File: config.mk
export PLATFORM = sky130hd
export DESIGN_NAME = i2c_scl_timer
export DESIGN_NICKNAME = d
export VERILOG_FILES = /design/src/rtl/i2c_scl_timer.sv
export SDC_FILE = /design/constraint.sdc
export NUM_CORES = 1
export LEC_CHECK = 0
export ABC_AREA = 1
export BUFFER_PORTS_ARGS = -buffer_cell sky130_fd_sc_hd__buf_2
export CAP_MARGIN = 20
export CORE_MARGIN = 1.5
export CORE_UTILIZATION = 30
export DETAILED_ROUTE_END_ITERATION = 12
export SYNTH_ARGS = -nofsm -noshare
export SYNTH_HDL_FRONTEND = slang
export SYNTH_SLANG_ARGS = --single-unit
File: constraint.sdc
create_clock -name clk -period 2.5 [get_ports clk]
set_clock_uncertainty 0.1 [all_clocks]
set_input_delay 0.125 -clock clk [delete_from_list [all_inputs] [get_ports clk]]
set_output_delay 0.125 -clock clk [all_outputs]
set_load 0.005 [all_outputs]
File: src/rtl/i2c_scl_timer.sv
module i2c_scl_timer #(
  parameter int DIV_W = 16,
  parameter int TMO_W = 16
) (
  input  logic             clk,
  input  logic             rst_n,
  input  logic             enable,
  input  logic [DIV_W-1:0] divider,
  input  logic [DIV_W-1:0] fall_dly,
  input  logic [DIV_W-1:0] rise_dly,
  input  logic [TMO_W-1:0] tmo_cycles,
  input  logic             scl_in,
  output logic             scl_drive_low,
  output logic             launch_stb,
  output logic             sample_stb,
  output logic             timeout_flag
);

  localparam logic [DIV_W-1:0] DIV_ZERO = DIV_W'(1) << (DIV_W-1);
  localparam logic [TMO_W-1:0] PER_MAX  = '1;

  typedef enum logic [1:0] {S_IDLE, S_LOW, S_HIGH, S_TMO} state_t;

  state_t           state;
  logic [DIV_W-1:0] cnt;
  logic [DIV_W-1:0] st_clk;
  logic [TMO_W-1:0] st_per;

  logic [DIV_W-1:0] even_div, eff_div, half, last;
  logic [DIV_W-1:0] fall_pt, rise_pt;
  logic             phase_end, per_wrap, tmo_hit;

  assign even_div  = {divider[DIV_W-1:1], 1'b0};
  assign eff_div   = (even_div == '0) ? DIV_ZERO : even_div;
  assign half      = eff_div >> 1;
  assign last      = half - DIV_W'(1);
  assign fall_pt   = (fall_dly >= half) ? last : fall_dly;
  assign rise_pt   = (rise_dly >= half) ? last : rise_dly;
  assign phase_end = (cnt == last);
  assign per_wrap  = (st_clk == eff_div - DIV_W'(1));
  assign tmo_hit   = per_wrap && (tmo_cycles != '0) &&
                     ((st_per + TMO_W'(1)) == tmo_cycles);

  assign scl_drive_low = (state == S_LOW);
  assign launch_stb    = (state == S_LOW) && (cnt == fall_pt);
  assign sample_stb    = (state == S_HIGH) && scl_in && (cnt == rise_pt);
  assign timeout_flag  = (state == S_TMO);

  always_ff @(posedge clk or negedge rst_n) begin
    if (!rst_n) begin
      state  <= S_IDLE;
      cnt    <= '0;
      st_clk <= '0;
      st_per <= '0;
    end else if (!enable) begin
      state  <= S_IDLE;
      cnt    <= '0;
      st_clk <= '0;
      st_per <= '0;
    end else begin
      case (state)
        S_IDLE: begin
          state <= S_LOW;
          cnt   <= '0;
        end
        S_LOW: begin
          if (phase_end) begin
            state  <= S_HIGH;
            cnt    <= '0;
            st_clk <= '0;
            st_per <= '0;
          end else begin
            cnt <= cnt + DIV_W'(1);
          end
        end
        S_HIGH: begin
          if (scl_in) begin
            if (phase_end) begin
              state <= S_LOW;
              cnt   <= '0;
            end else begin
              cnt <= cnt + DIV_W'(1);
            end
          end else if (per_wrap) begin
            st_clk <= '0;
            if (st_per != PER_MAX) st_per <= st_per + TMO_W'(1);
            if (tmo_hit) state <= S_TMO;
          end else begin
            st_clk <= st_clk + DIV_W'(1);
          end
        end
        default: state <= S_TMO;
      endcase
    end
  end

  p_idle_r1: assert property (@(posedge clk) disable iff (!rst_n)
    !enable |=> (!scl_drive_low && !launch_stb && !sample_stb && !timeout_flag));

  p_launch_low_r4: assert property (@(posedge clk) disable iff (!rst_n)
    launch_stb |-> scl_drive_low);

  p_sample_high_r5: assert property (@(posedge clk) disable iff (!rst_n)
    sample_stb |-> (!scl_drive_low && scl_in));

  p_stretch_hold_r7: assert property (@(posedge clk) disable iff (!rst_n)
    (state == S_HIGH && !scl_in && enable) |=> $stable(cnt));

  p_tmo_release_r8: assert property (@(posedge clk) disable iff (!rst_n)
    timeout_flag |-> (!scl_drive_low && !launch_stb && !sample_stb));

  p_tmo_sticky_r8: assert property (@(posedge clk) disable iff (!rst_n)
    (timeout_flag && enable) |=> timeout_flag);

  p_tmo_off_r9: assert property (@(posedge clk) disable iff (!rst_n)
    $rose(timeout_flag) |-> ($past(tmo_cycles) != '0));

  p_start_low_r10: assert property (@(posedge clk) disable iff (!rst_n)
    (state == S_IDLE && enable) |=> scl_drive_low);

endmodule

# --- Yosys cells after proc, flatten, opt, wreduce, memory -nomap -nowiden ---
# Cells that the tools add are included.
word_totals:
  reg_bits: 50
op_classes:
  addsub: 5
  order_cmp: 2
  eq_ne: 19
  muxes: 24
  n_reduce_logical: 12
ops:
  columns: ["cell", "count"]
  rows:
  - ["16-bit 2-to-1 mux", 14]
  - ["16-bit equality test", 5]
  - ["16-bit one-hot mux with 2 select lines", 2]
  - ["16-bit by 1-bit adder with 16-bit output (second input constant)", 3]
  - ["16-bit one-hot mux with 3 select lines", 1]
  - ["16-bit by 15-bit greater-or-equal comparator with 1-bit output", 2]
  - ["16-bit logical NOT", 1]
  - ["16-bit inequality test (second input constant)", 1]
  - ["16-bit nonzero test", 1]
  - ["15-bit by 1-bit subtractor with 16-bit output (second input constant)", 1]
  - ["16-bit by 1-bit subtractor with 16-bit output (second input constant)", 1]
  - ["2-bit 2-to-1 mux", 6]
  - ["4-bit inequality test (second input constant)", 3]
  - ["3-bit inequality test (second input constant)", 3]
  - ["3-bit by 2-bit inequality test with 1-bit output (second input constant)", 2]
  - ["2-bit one-hot mux with 3 select lines", 1]
  - ["1-bit logical AND", 5]
  - ["5-bit AND reduction", 1]
  - ["2-bit equality test (second input constant)", 2]
  - ["4-bit by 1-bit inequality test with 1-bit output (second input constant)", 1]
  - ["4-bit AND reduction", 1]
  - ["3-bit by 1-bit inequality test with 1-bit output (second input constant)", 1]
  - ["3-bit AND reduction", 1]
  - ["2-bit by 1-bit equality test with 1-bit output (second input constant)", 1]
  - ["other kinds (2)", 2]

# --- Logic depth before layout (Yosys ltp) ---
# Gate-level depths: netlist of run 1.
logic_depth:
  ltp_word: 11
  depth_mapped: 24

# --- Worst setup path after synthesis of run 1 ---
# Ideal clock, no wire load.
synth_timing:
  path_kind: "input-to-output"
  from: "input port divider[1]"
  to: "output port sample_stb"
  t_arrival_ns: 2.503
  path_slack_ns: -0.228
  path_stages: 19
  path_buffers: 1
  path_cell_list: "inv_1 > ha_1 > nand2_1 > nor2_4 > nand2_4 > nand2_1 > inv_1 > ha_1 > nand4_1 > inv_1 > a211oi_1 > nand3_1 > clkbuf_1 > o21ai_0 > xor2_1 > nand3_1 > nor2_1 > nand2_1 > nor2_1"
synth_via:
  elab_chain_cells: 6
synth_lines:
  columns: ["element", "line", "text"]
  rows:
  - ["start, declared", "8", "input logic [DIV_W-1:0] divider,"]
  - ["16-bit logical NOT", "34", "assign eff_div = (even_div == '0) ? DIV_ZERO : even_div;"]
  - ["16-bit 2-to-1 mux *", "34", null]
  - ["15-bit by 1-bit subtractor with 16-bit output or 16-bit by 15-bit greater-or-equal comparator with 1-bit output (tied branches)", "36, 38", null]
  - ["16-bit 2-to-1 mux *", "38", "assign rise_pt = (rise_dly >= half) ? last : rise_dly;"]
  - ["16-bit equality test *", "46", "assign sample_stb = (state == S_HIGH) && scl_in && (cnt == rise_pt);"]
  - ["1-bit logical AND *", "46", null]
  - ["end, declared", "15", "output logic sample_stb,"]
# Mark *: on every way between the ends. The rest lies on a longest branch, timed or not.

# --- Final worst setup path of run 1 ---
layout_timing:
  from: "input port divider[2]"
  to: "output port sample_stb"
# Same word-level chain as after synthesis.

==> results of run 1 <==
==> cells in the final DEF, fill, tap and decap left out, types with 3 or more instances in the layout <==
master     instances
inv_4              5
o21ai_0           37
ha_4               7
nor2_1           105
nand3_2            5
dfrtp_1           48
nand2_2           16
nand2_4           10
xor2_1            31
buf_12             7
nand2_1          254
buf_6             12
o22ai_1            7
buf_4            129
o211ai_1           5
inv_1            110
o21ai_2            6
a21oi_1           24
clkbuf_16          7
nor3_1             6
nor2_4            13
nand4_1           58
xor2_2             4
nor3_2             4
nor2_2            16
xnor2_1            3
ha_1              33
buf_2             63
o21ai_1           26
nand3b_1           9
or2_2              5
nand3_1           91
nand3_4            5
buf_16             4
inv_2              4
==> final cells by class <==
type	count	area share (%)
multi-input cells	805	54.5
repair buffers	219	20.0
flip-flops and latches	50	14.4
inverters	119	5.27
well taps	265	3.81
clock buffers	5	1.44
clock inverters	3	0.560
==> per-layer routing <==
layer  vias up  track usage [%]  part of all wire, %
li1       3715                -                    -
met1      3499             30.8                   46
met2       308             33.3                   44
met3        39             3.05                  7.3
met4         0             7.86                  2.8
met5         -                0                    0
==> sequential cells by signal (all words and copies together), names as in the netlist <==
name / count
cnt: 16
state: 2
st_clk: 16
st_per: 16
==> power by group <==
part | switching [mW] | internal (mW) | total, mW
Sequential | 0.0530 | 0.848 | 0.901
Clock | 0.349 | 0.480 | 0.830
Combinational | 1.10 | 0.798 | 1.90
==> stage by stage <==
step | power (mW) | setup slack, ns | util [%] | area, µm²
CTS | 3.42 | -0.518 | 41.9 | 8240
detailed placement | 2.43 | -0.719 | 38.8 | 7630
global route | 3.86 | -0.690 | 44.3 | 8710
finish | 3.63 | -0.531 | 44.3 | 8710
global placement | 2.42 | -0.744 | 38.8 | 7630
floorplan | 1.81 | -0.0164 | - | 6100
==> critical path, cell delays in order <==
cell	delay, ns
buf_6	0.10
inv_4	0.06
ha_4	0.14
nand2_4	0.05
nor2_4	0.12
nand2_4	0.09
nand2_4	0.08
inv_4	0.05
ha_4	0.21
nand4_1	0.10
inv_1	0.06
a211oi_2	0.29
nand3_4	0.17
buf_12	0.18
buf_16	0.14
o21ai_4	0.16
xor2_1	0.18
nand3_2	0.09
nor2_2	0.10
nand2_1	0.07
nor2_2	0.13
buf_2	0.13
==> timing repair <==
action,4_1_cts,5_1_grt
hold endpoints to repair,50,0
setup endpoints to repair,23,52
hold buffers,1,0
cloned,6,2
gates resized for setup,75,79
setup buffers,3,16
pin swaps,39,45
==> final timing paths <==
check	from	endpoint
hold reg to reg	st_per[13]	st_per[13]
setup reg to reg	cnt[2]	st_per[8]
setup / recovery	divider[2]	sample_stb
hold / removal	enable	st_clk[15]
max in group asynchronous	rst_n	st_per[4]
min in group asynchronous	rst_n	st_clk[9]
==> cell families (layout without fill, tap and decap cells) <==
family	after synthesis	after routing	synth area share, %
xor gates and xnor gates	38	38	5.49
and+or+nand+nor	605	606	45.3
buffers and inverters	142	346	9.39
adders and majority gates	40	40	8.26
DFF	50	50	20.6
AOI/OAI and AO/OA	121	121	10.9
==> flow_summary.toml, run 1 <==
[power_and_ir_drop]
p_leak_nw = 4.21
power_density_mw_per_mm2 = 417
ir_worst_vdd_mv = 0.298

[sta]
fin_crit_ns = 3.03
rsz0062_at_grt = "true"
drv_slew = 0
fmax_ghz = 0.330
setup_violations = 15
tns_ns = -1.24
tightestPinTransition_ns = 0.680
hold_ws_ns = 0.102
timing.final.crit_share_pct = 121
finalHoldViolations = 0
timing.slew.headroom_pct = 54.7
worst_slack_ns = -0.531

[routing]
ant_nets = 0
drt-total-wl_um = 23800
drtIter0Drc = 752
remaining_drc_errors = 0
vias = 7561
dr.pass1.iters = 5
vias_per_cell = 5.16
wl_per_cell_um = 16.2

[worst_setup_path]
critPathMaxFanout = 7
crit_type = "in2out"
crit_path_start_kind = "input port"
end_kind = "output pin"
rrSetupSlack_ns = 0.09
critPathRequiredTime_ns = 2.28
critical_path_arrival_ns = 2.81
worstRegToRegCells = 13

[yosys]
syn_inst = 996
ys_seq_elements = 50
synth_area_mm2 = 0.00606
synthTopCellsByCount = "273 x nand2_1, 125 x nor2_1, 118 x inv_1"
postSynthAreaPerCell_um2 = 6.08
yosysTopAreaCell = "dfrtp_1"
synth_area_leaders = "dfrtp_1 21%, nand2_1 17%, ha_1 8.3%, nand3_1 8.2%, nor2_1 7.7%"
yosys_most_used_dff = "dfrtp_1"
yosysWarnings = 0
async_flop_share_pct = 100
ys_seq_area_share_pct = 20.6
syn_nets = 1104
synth_edf_count = 0
synth_top_cell_area_share_pct = 20.6
synth.most_common_cell = "nand2_1"
synth.distinct_cells = 40

[flow_run]
cap_viol_max_count = 0

[die]
start_util_pct = 30.8
ios = 72
dieWidth_um = 145
fp.dieH_um = 145
std_cell_rows = 51
coreArea_mm2 = 0.0197
die_area_mm2 = 0.0211

[clock_network]
clock-sinks = 50
clk_pin_slew_ns = 0.08
clk_latency_ns = 0.31
cts_tree = "yes"
root_buffer = "clkbuf_16"
h-tree-depth = 2
clockBufferDepth = 2
cts_buffers = 5

[final_layout]
multi_input_area_mm2 = 0.00475
nFillCells = 2044
drive_gt1_share_pct = 28.6
register_area_mm2 = 0.00125
area.growth.synth_to_final_pct = 43.7
nNetsFinal = 1308
final_cells = 1466
num_antenna_cells = 0

[global_route]
grt_pass1_wl_um = 36200
grt_max_degree = 51
grt.total_usage_pct = 21.7
grt_pass1_vias = 6894
overflow = 0
antenna_found_initial = 0

[placed_design]
dpl.cell_count = 1433
port_buffers = 70
dp_hpwl_um = 17900
gp_congestion = 0.964

[worst_hold_path]
worstHoldPathCells = 3
hold_path.class = "in2reg"

[status]
violations = "setup timing"
run_status = "finished, violations left"
Note: power is estimated with default switching activity, not from simulation.
==> run 2, diff against run 1 <==
--- a/config.mk
+++ b/config.mk
@@ -11,6 +11,7 @@
 export CORE_MARGIN = 1.5
 export CORE_UTILIZATION = 30
 export DETAILED_ROUTE_END_ITERATION = 12
+export SKIP_LAST_GASP = 1
 export SYNTH_ARGS = -nofsm -noshare
 export SYNTH_HDL_FRONTEND = slang
 export SYNTH_SLANG_ARGS = --single-unit
==> run 2 against run 1 <==
  * Setup slack improved by 0.0085 ns
  * Critical endpoint unchanged
  * Critical path depth stayed put
  * Sequential share of layout area barely moved
  * Power fell by 0.15%
  * Global-route usage is the same
  * The run still ends with setup timing left
  * Count of clock-buffer cells in the layout is the same
==> flow_summary.toml, run 2 (synthesis gave the netlist of run 1 again) <==
[status]
run_status = "finished, violations left"
violations = "setup timing"

[routing]
drtIter0Drc = 709
vias_per_cell = 5.16
dr.pass1.iters = 5
drt-total-wl_um = 23700
ant_nets = 0
vias = 7568
wl_per_cell_um = 16.2
remaining_drc_errors = 0

[die]
fp.dieH_um = 145
dieWidth_um = 145
coreArea_mm2 = 0.0197
start_util_pct = 30.8
die_area_mm2 = 0.0211
std_cell_rows = 51
ios = 72

[worst_setup_path]
cp_common_cell = "nand2_4"
crit_chain = "buf_6 > inv_4 > ha_4 > nand2_4 > nor2_4 > nand2_4 > nand2_4 > inv_4 > ha_4 > nand4_1 > inv_1 > a211oi_2 > nand3_4 > buf_12 > buf_16 > o21ai_4 > xor2_1 > nand3_2 > nor2_2 > nand2_1 > nor2_2 > buf_2"
crit_type = "in2out"
critical_path_arrival_ns = 2.80
r2r-start = "cnt[2]"
critPathMaxFanout = 7
cp_slowest_cell = "a211oi_2"
critPathLaunch = "divider[2]"
critPathRequiredTime_ns = 2.28
end_kind = "output pin"
crit_path_start_kind = "input port"
slowest_delay_ns = 0.29

[placed_design]
gp_congestion = 0.964
dp_hpwl_um = 17900
pre_cts_ws_ns = -0.719
port_buffers = 70
placed_area_mm2 = 0.00763

[flow_run]
cap_viol_max_count = 0

[clock_network]
h-tree-depth = 2
root_buffer = "clkbuf_16"
clock-sinks = 50
cts_tree = "yes"
clk_latency_ns = 0.31
clk_pin_slew_ns = 0.08
cts_buffers = 5
clockBufferDepth = 2

[sta]
fin_crit_ns = 3.02
finalHoldViolations = 0
worst_slack_ns = -0.523
timing.slew.headroom_pct = 54.5
drv_slew = 0
rsz0062_at_grt = "true"
setup_violations = 20
tns_ns = -1.63
timing.final.crit_share_pct = 121
tightestPinTransition_ns = 0.682
fmax_ghz = 0.331

[global_route]
grt_pass1_wl_um = 36200
grt_pass1_vias = 6894
grt_max_degree = 51
overflow = 0
grt.total_usage_pct = 21.7
antenna_found_initial = 0

[final_layout]
largestRegisters = "cnt: 16 flops, st_clk: 16 flops, st_per: 16 flops"
mostFrequentLayoutCells = "255 x nand2_1, 129 x buf_4, 110 x inv_1"
fin_area_mm2 = 0.00870
postLayoutCoreUtil_pct = 44.3
drive_gt1_share_pct = 28.5
num_antenna_cells = 0
area.growth.synth_to_final_pct = 43.6
nNetsFinal = 1308
mostFrequentLayoutCell = "nand2_1"

[power_and_ir_drop]
ir_worst_vdd_mv = 0.300
p_leak_nw = 4.21
power_density_mw_per_mm2 = 417

[worst_hold_path]
hold_start = "enable"
hold_path.class = "in2reg"
[run 2: cell counts in the layout (fill, tap and decap cells not counted)]
Identical to the previous run, type by type.
[run 2: area by class of cell]
cell class                      instances  area, µm²
Fill cell                            2044      11000
Timing Repair Buffer                  219       1740
Clock buffer                            5        125
Tap cell                              265        332
Inverter                              119        459
Sequential cell                        50       1250
Clock inverter                          3       48.8
Multi-Input combinational cell        805       4740
[run 2: stage by stage]
stage	hold WS, ns	power [mW]	cells
6_report	0.103	3.63	1466
5_1_grt	0.109	3.86	1466
4_1_cts	0.0790	3.42	1450
3_5_place_dp	0.193	2.43	1433
3_3_place_gp	0.193	2.42	1433
2_1_floorplan	-0.271	1.81	996
[run 2: worst paths after layout]
check / cells past startpoint / end / slack [ns]
max: 22 / sample_stb / -0.52
min: 3 / st_clk[15] / 0.10
max reg2reg: 13 / st_per[8] / 0.09
min reg2reg: 2 / st_clk[8] / 0.46
max in group asynchronous: 3 / st_per[3] / 1.43
min in group asynchronous: 3 / st_clk[9] / 0.37
[run 2: routing by layer]
metal / track usage (%) / up-vias / part of all wire, %
li1: - / 3714 / -
met1: 30.8 / 3498 / 46
met2: 33.3 / 314 / 44
met3: 3.05 / 42 / 7.4
met4: 7.86 / 0 / 2.8
met5: 0 / - / 0
[run 2: critical path: cells and delay by family]
family          cells  cell delay, ns
compound gates      2            0.44
simple gates       10            0.99
buf+inv             7            0.71
fa+ha+maj           2            0.35
xor+xnor            1            0.18
[run 2: repair_timing]
item,in CTS,in global routing
endpoints found under the hold margin,50,0
gates resized for setup,75,77
setup buffers,3,16
hold buffers,1,0
endpoints found under the setup margin,23,52
cloned,6,2
pin swaps,39,45
[run 2: where the power goes]
group          leakage (nW)  switching (mW)  internal, mW  total (mW)
Sequential            0.691          0.0526         0.848       0.901
Clock                0.0819           0.352         0.480       0.832
Combinational          3.44            1.10         0.797        1.90
